## src/rtl/sphy_rx_sender.sv

```systemverilog
module sphy_rx_sender #(
  parameter int BURST_W = 8
) (
  input  logic               clk,
  input  logic               rst_n,
  input  logic [BURST_W-1:0] cfg_burst_len,
  input  logic               cfg_pause_two,
  input  logic               cfg_even_par,
  input  logic               fifo_empty,
  input  logic [7:0]         fifo_data,
  input  logic               fifo_sop,
  input  logic               fifo_eop,
  input  logic               fifo_err,
  output logic               fifo_rd,
  input  logic               proc_ren,
  output logic [7:0]         bus_data,
  output logic               bus_val,
  output logic               bus_sop,
  output logic               bus_eop,
  output logic               bus_err,
  output logic               bus_par
);
  localparam logic [1:0] PAUSE_CYC = 2'd2;
  localparam logic [BURST_W-1:0] ONE = BURST_W'(1);

  logic [BURST_W-1:0] burst_cnt, burst_lim;
  logic [1:0]         pause_cnt;
  logic               burst_done;

  assign burst_lim  = (cfg_burst_len == '0) ? ONE : cfg_burst_len;
  assign burst_done = fifo_eop || (burst_cnt + ONE == burst_lim);
  assign fifo_rd    = proc_ren && !fifo_empty && (pause_cnt == 2'd0);
  assign bus_par    = cfg_even_par ? ^bus_data : ~^bus_data;

  always_ff @(posedge clk) begin
    if (!rst_n) begin
      burst_cnt <= '0;
      pause_cnt <= 2'd0;
      bus_data  <= 8'h00;
      bus_val   <= 1'b0;
      bus_sop   <= 1'b0;
      bus_eop   <= 1'b0;
      bus_err   <= 1'b0;
    end else begin
      if (pause_cnt != 2'd0) pause_cnt <= pause_cnt - 2'd1;
      if (!proc_ren) begin
        bus_val <= 1'b0;
      end else if (fifo_rd) begin
        bus_data <= fifo_data;
        bus_val  <= 1'b1;
        bus_sop  <= fifo_sop;
        bus_eop  <= fifo_eop;
        bus_err  <= fifo_eop && fifo_err;
        if (burst_done) begin
          burst_cnt <= '0;
          pause_cnt <= cfg_pause_two ? PAUSE_CYC : 2'd0;
        end else begin
          burst_cnt <= burst_cnt + ONE;
        end
      end else begin
        bus_data <= 8'h00;
        bus_val  <= 1'b0;
        bus_sop  <= 1'b0;
        bus_eop  <= 1'b0;
        bus_err  <= 1'b0;
      end
    end
  end

  assert_read_shows_byte_R2: assert property (@(posedge clk) disable iff (!rst_n)
    fifo_rd |=> bus_val && bus_data == $past(fifo_data));

  assert_ren_low_holds_R3: assert property (@(posedge clk) disable iff (!rst_n)
    !proc_ren |=> !bus_val && $stable(bus_data) && $stable(bus_eop));

  assert_err_with_eop_R4: assert property (@(posedge clk) disable iff (!rst_n)
    bus_err |-> bus_eop);

  assert_pause_after_eop_R5: assert property (@(posedge clk) disable iff (!rst_n)
    bus_val && bus_eop && cfg_pause_two |=> !bus_val ##1 !bus_val);

  assert_idle_zero_R9: assert property (@(posedge clk) disable iff (!rst_n)
    proc_ren && !fifo_rd |=> !bus_val && bus_data == 8'h00 && !bus_sop);
endmodule

```

## config.mk

```make
export PLATFORM = sky130hd
export DESIGN_NAME = sphy_rx_sender
export DESIGN_NICKNAME = d
export VERILOG_FILES = /design/src/rtl/sphy_rx_sender.sv
export SDC_FILE = /design/constraint.sdc
export NUM_CORES = 1
export LEC_CHECK = 0
export ABC_AREA = 1
export CAP_MARGIN = 15
export CELL_PAD_IN_SITES_DETAIL_PLACEMENT = 1
export CELL_PAD_IN_SITES_GLOBAL_PLACEMENT = 2
export CORE_ASPECT_RATIO = 0.6
export CORE_UTILIZATION = 36
export CTS_CLUSTER_SIZE = 28
export DETAILED_ROUTE_END_ITERATION = 16
export DONT_BUFFER_PORTS = 1
export PLACE_DENSITY_LB_ADDON = 0.1
export SYNTH_ARGS = -nofsm -noshare
export SYNTH_HDL_FRONTEND = slang
export SYNTH_SLANG_ARGS = --single-unit
export TNS_END_PERCENT = 5
```

## constraint.sdc

```tcl
create_clock -name clk -period 4.45 [get_ports clk]
set_input_delay 0.89 -clock clk [delete_from_list [all_inputs] [get_ports clk]]
set_output_delay 0.89 -clock clk [all_outputs]
set_load 0.03 [all_outputs]
```

==> impl_metrics.ini, run 1 <==
[status]
outcome = completed

[logic_synthesis]
async_flop_share = 0
synth_largest_area_cell = dfxtp_1
syn_inst = 169
ys.flop_type = dfxtp_1
netlist-cell-type-count = 25
syn_nets = 195
yosys-top-cells-count = nand2_1, dfxtp_1, nand3_1
syn_avg_cell_area_sq_um = 7.34
ys_ff_latch = 22
yosysMostFrequentCell = nand2_1
ys_warn_count = 0
synth-edff-count = 0
yosys.area.top_type_share = 0.355
syn_area_sq_um = 1240
seq_area_frac_synth = 0.355
ys_top_cells_by_area = dfxtp_1, nand2_1, nand3_1, a32o_1, inv_1

[clocking]
clock_latency_ns = 0.25
clk_path_buf_depth = 2
cts_root_buf = clkbuf_8
clkTransAtPathRegs_ns = 0.07
cts_repair_resize_count = 0
cts_buffers = 3
holdBufCountCts = 0
cts_tree = built
postCtsSetupBuffers = 0
htreeDepth = 1
clock_sinks = 22

[floorplanning]
fp.coreArea_sq_um = 3260
die_x_um = 77.8
start_util = 0.380
die_area_sq_um = 3690
ios = 39
row_count = 16
die_height_um = 47.5

[critical_path]
regToRegStartpoint = pause_cnt[1]
crit_fanout = 3
path_class = flip-flop to output port
worstPathArrival_ns = 1.90
critPathLaunch = bus_data[1]
endpoint_kind = output port
cp_data_required_time_ns = 3.56
crit_path_start_kind = flip-flop

[grt]
grt_antenna_before_repair = 0
overflow = 0
grt_pass1_wl_um = 4580
track_usage = 0.168
grt_pass1_vias = 941
grt_max_degree = 18

[pwr]
ir_worst_vdd_uv = 128
sw_frac_of_total = 0.263
power_density_nw_per_um2 = 284
pwr-share-seq = 0.573
switching_power_mw = 0.0986
pwr-share-clk = 0.309
comb_power_share = 0.118
p_leak_nw = 0.466
power.internal_mw = 0.277

[route]
vias = 1091
vias_per_cell = 5.12
drc_errors = 0
routed_wl_um = 3050
wl_per_cell_um = 14.3
ant_nets = 0
drt_iter0_drc = 28
drtPass1Iterations = 4

[sta]
setup_viol = 0
rsz0062_at_grt = false
worstMarginPinSlew_ns = 0.692
finalHoldViolations = 0
fin_setup_tns_ns = 0
slew_headroom = 0.537
worst_clock_skew_ns = 0.000805
clock.fmax_mhz = 358
finalMaxSlewViolations = 0
period_needed_ns = 2.79
timing.final.crit_share = 0.628
hold_slack_ns = 0.506

[cells_and_area]
final_area_sq_um = 1320
finalNonFillerCells = 213
fin_nets = 196
fillerInstances = 414
n_antenna_cell = 0
layout-drive-gt1-share = 0.0952
area_delta_synth_final_pct = 6.55

[placed_design]
port_buffers = 0
dp.final_hpwl_um = 2470
placed_cell_area_sq_um = 1280
place.gp.congestion = 0.744
dp.cells = 210

[hold_path]
hold_class = flip-flop to flip-flop
hold_start = pause_cnt[1]

[flow_run]
drv_cap = 0
[power by group through the flow]
stage / combinational (mW) / sequential (mW) / clock [mW]
floorplan: 0.0395 / 0.218 / 0
global placement: 0.0429 / 0.219 / 0
detailed placement: 0.0444 / 0.220 / 0
CTS: 0.0446 / 0.215 / 0.121
global route: 0.0495 / 0.216 / 0.131
finish: 0.0442 / 0.215 / 0.116
[logic make-up after synthesis]
group,synth area share
XOR/XNOR,0.0706
adder cells (fa/ha/maj),0.0101
AND/OR/NAND/NOR,0.338
flip-flops,0.355
buffers and inverters,0.0736
AO/OA/AOI/OAI,0.153
[stage by stage]
step	setup slack (ns)	total power [mW]	util
after floorplan	1.83	0.258	-
after global placement	1.68	0.262	0.393
after detailed placement	1.56	0.264	0.393
after CTS	1.64	0.381	0.405
after global routing	1.50	0.397	0.405
final	1.66	0.375	0.405
[critical path, stage by stage (launching register included)]
cell and delay (ns):
dfxtp_1 0.55, xnor2_1 0.18, xor2_1 0.18, xor2_1 0.21
xor2_1 0.53
[metal layers]
metal | share of wire | wire length (um) | global-route usage
met5 | 0 | 0 | 0
met4 | 0 | 0 | 0.0113
met3 | 0.050 | 151 | 0.0590
met2 | 0.43 | 1320 | 0.255
met1 | 0.52 | 1580 | 0.239
[worst paths after layout]
kind | to | slack, ns | cells past startpoint
max | bus_par | 1.66 | 4
min | pause_cnt[0] | 0.51 | 2
max reg2reg | bus_sop | 2.31 | 4
min reg2reg | pause_cnt[0] | 0.51 | 2
[registers in the layout, indices dropped and copies added, names as in the netlist]
name,flops
bus_eop,1
bus_sop,1
bus_data,8
burst_cnt,8
bus_val,1
bus_err,1
pause_cnt,2
[layout make-up]
class                           instances  area, sq um  share of cell area
Sequential cell                        22          440               0.333
Tap cell                               45         56.3              0.0426
Multi-Input combinational cell        123          709               0.536
Inverter                               20         75.1              0.0568
Clock buffer                            3         41.3              0.0312
[cells in the final DEF (no fill, tap or decap), drive strengths merged]
master	instances
nand3	23
nor4	1
nand2	42
a21o	1
a32o	10
o21ai	3
xor2	4
inv	18
nor2	17
nand4	1
clkinv	2
ha	1
nand3b	2
dfxtp	22
clkbuf	3
xnor2	6
a21oi	12
No activity file was read; power rests on OpenSTA's default activity.
==> run 2: changes to the inputs <==
CORE_UTILIZATION = 33   (was 36)
clock period = 2.69 ns   (was 4.45 ns; I/O delays follow)
==> run 2 against run 1 <==
Register-to-register slack worse by 1.5 ns; cell area up 1.1%; first-iteration DRC count increased by 43%; setup slack got worse by 1.3 ns; total power grew 70%; clock skew up 0.00096 ns; worst hold slack worse by 0.11 ns; cell count grew 0.94%; sequential cell count unchanged; routed wire length is 7.3% higher; die area increased by 8.8%; critical path type unchanged; largest cell class unchanged; largest power group unchanged.
==> impl_metrics.ini, run 2 (synthesis results as in run 1) <==
[critical_path]
crit_fanout = 3
cp_data_required_time_ns = 2.15
crit_path_start_kind = flip-flop
endpoint_kind = output port
path_class = flip-flop to output port
slowest_stage = dfxtp_1
worstPathArrival_ns = 1.77
worst_r2r_path_depth = 10
slowest_delay_ns = 0.55
cp_common_cell = xor2_1
crit_chain = xnor2_1 -> xor2_1 -> xor2_1 -> xor2_1 -> buf_4

[cells_and_area]
final_common_cell = nand2_1
fin_nets = 198
layout-drive-gt1-share = 0.106
largestRegisters = burst_cnt (8), bus_data (8), pause_cnt (2)
final_util = 0.391
n_antenna_cell = 0
final_area_sq_um = 1340
mostFrequentLayoutCells = nand2_1, dfxtp_1, nand3_1
fillerInstances = 439
area_delta_synth_final_pct = 7.76
finalNonFillerCells = 215

[sta]
finalHoldViolations = 0
setup_viol = 0
finalMaxSlewViolations = 0
rsz0062_at_grt = false
timing.final.crit_share = 0.857
clock.fmax_mhz = 434
period_needed_ns = 2.31
worst_clock_skew_ns = 0.00177
slew_headroom = 0.541
worstMarginPinSlew_ns = 0.686
layout_setup_ws_ns = 0.384
fin_setup_tns_ns = 0

[route]
vias = 1133
drc_errors = 0
vias_per_cell = 5.27
drtPass1Iterations = 4
routed_wl_um = 3270
ant_nets = 0
drt_iter0_drc = 40
wl_per_cell_um = 15.2

[pwr]
power_density_nw_per_um2 = 478
ir_worst_vdd_uv = 236
p_leak_nw = 0.476

[grt]
overflow = 0
grt_pass1_wl_um = 5440
grt_max_degree = 18
track_usage = 0.180
grt_antenna_before_repair = 0
grt_pass1_vias = 1108

[placed_design]
place.gp.congestion = 0.721
placed_cell_area_sq_um = 1300
port_buffers = 0
dp.cells = 212
pre_cts_slack_ns = 0.634
dp.final_hpwl_um = 2680

[clocking]
cts_buffers = 3
htreeDepth = 1
holdBufCountCts = 0
cts_tree = built
clock_latency_ns = 0.26
clkTransAtPathRegs_ns = 0.07
postCtsSetupBuffers = 0
cts_repair_resize_count = 0
clock_sinks = 22
clk_path_buf_depth = 2
cts_root_buf = clkbuf_8

[floorplanning]
start_util = 0.363
ios = 39
die_height_um = 49.5
die_area_sq_um = 4020
row_count = 16
fp.coreArea_sq_um = 3420
die_x_um = 81.2

[hold_path]
hold_class = input pin to flip-flop
hold-path-cell-count = 2

[flow_run]
drv_cap = 0

[status]
outcome = completed
[run 2: changes by cell type in the layout (fill, tap and decap cells not counted), sizes merged]
cell and change:
buf +2
[run 2: worst max-delay path, delay by kind of cell (launching register included)]
kind / cells / cell delay [ns]
buffers and inverters: 1 / 0.18
DFF: 1 / 0.55
xor gates and xnor gates: 4 / 0.77
[run 2: layout make-up]
cell class | instances | area, sq um | share of cell area
flip-flops and latches | 22 | 440 | 0.329
inverters | 20 | 75.1 | 0.0561
multi-input cells | 123 | 709 | 0.530
well taps | 45 | 56.3 | 0.0421
repair buffers | 2 | 15.0 | 0.0112
clock buffers | 3 | 41.3 | 0.0309
[run 2: layer usage]
layer / vias to the layer above / global-route usage / part of all wire
met5: - / 0 / 0
met4: 0 / 0.0268 / 0.0031
met3: 2 / 0.0574 / 0.060
met2: 25 / 0.268 / 0.43
met1: 540 / 0.258 / 0.51
li1: 566 / - / -
[run 2: path summary, 6_finish.rpt]
path	slack, ns	from	to
max	0.38	bus_data[0]	bus_par
max reg2reg	0.82	burst_cnt[0]	burst_cnt[1]
min	0.40	rst_n	pause_cnt[0]
min reg2reg	0.49	pause_cnt[0]	pause_cnt[0]
[run 2: where the power goes]
group / switching (mW) / internal [mW] / leakage (nW)
clock network: 0.0998 / 0.0999 / 0.0216
registers: 0.0220 / 0.334 / 0.179
logic: 0.0518 / 0.0315 / 0.276
[run 2: per-stage QoR]
| stage | power [mW] | hold slack, ns |
|---|---|---|
| 2_1_floorplan | 0.427 | 0.444 |
| 3_3_place_gp | 0.445 | 0.465 |
| 3_5_place_dp | 0.448 | 0.484 |
| 4_1_cts | 0.648 | 0.388 |
| 5_1_grt | 0.676 | 0.381 |
| 6_report | 0.639 | 0.396 |
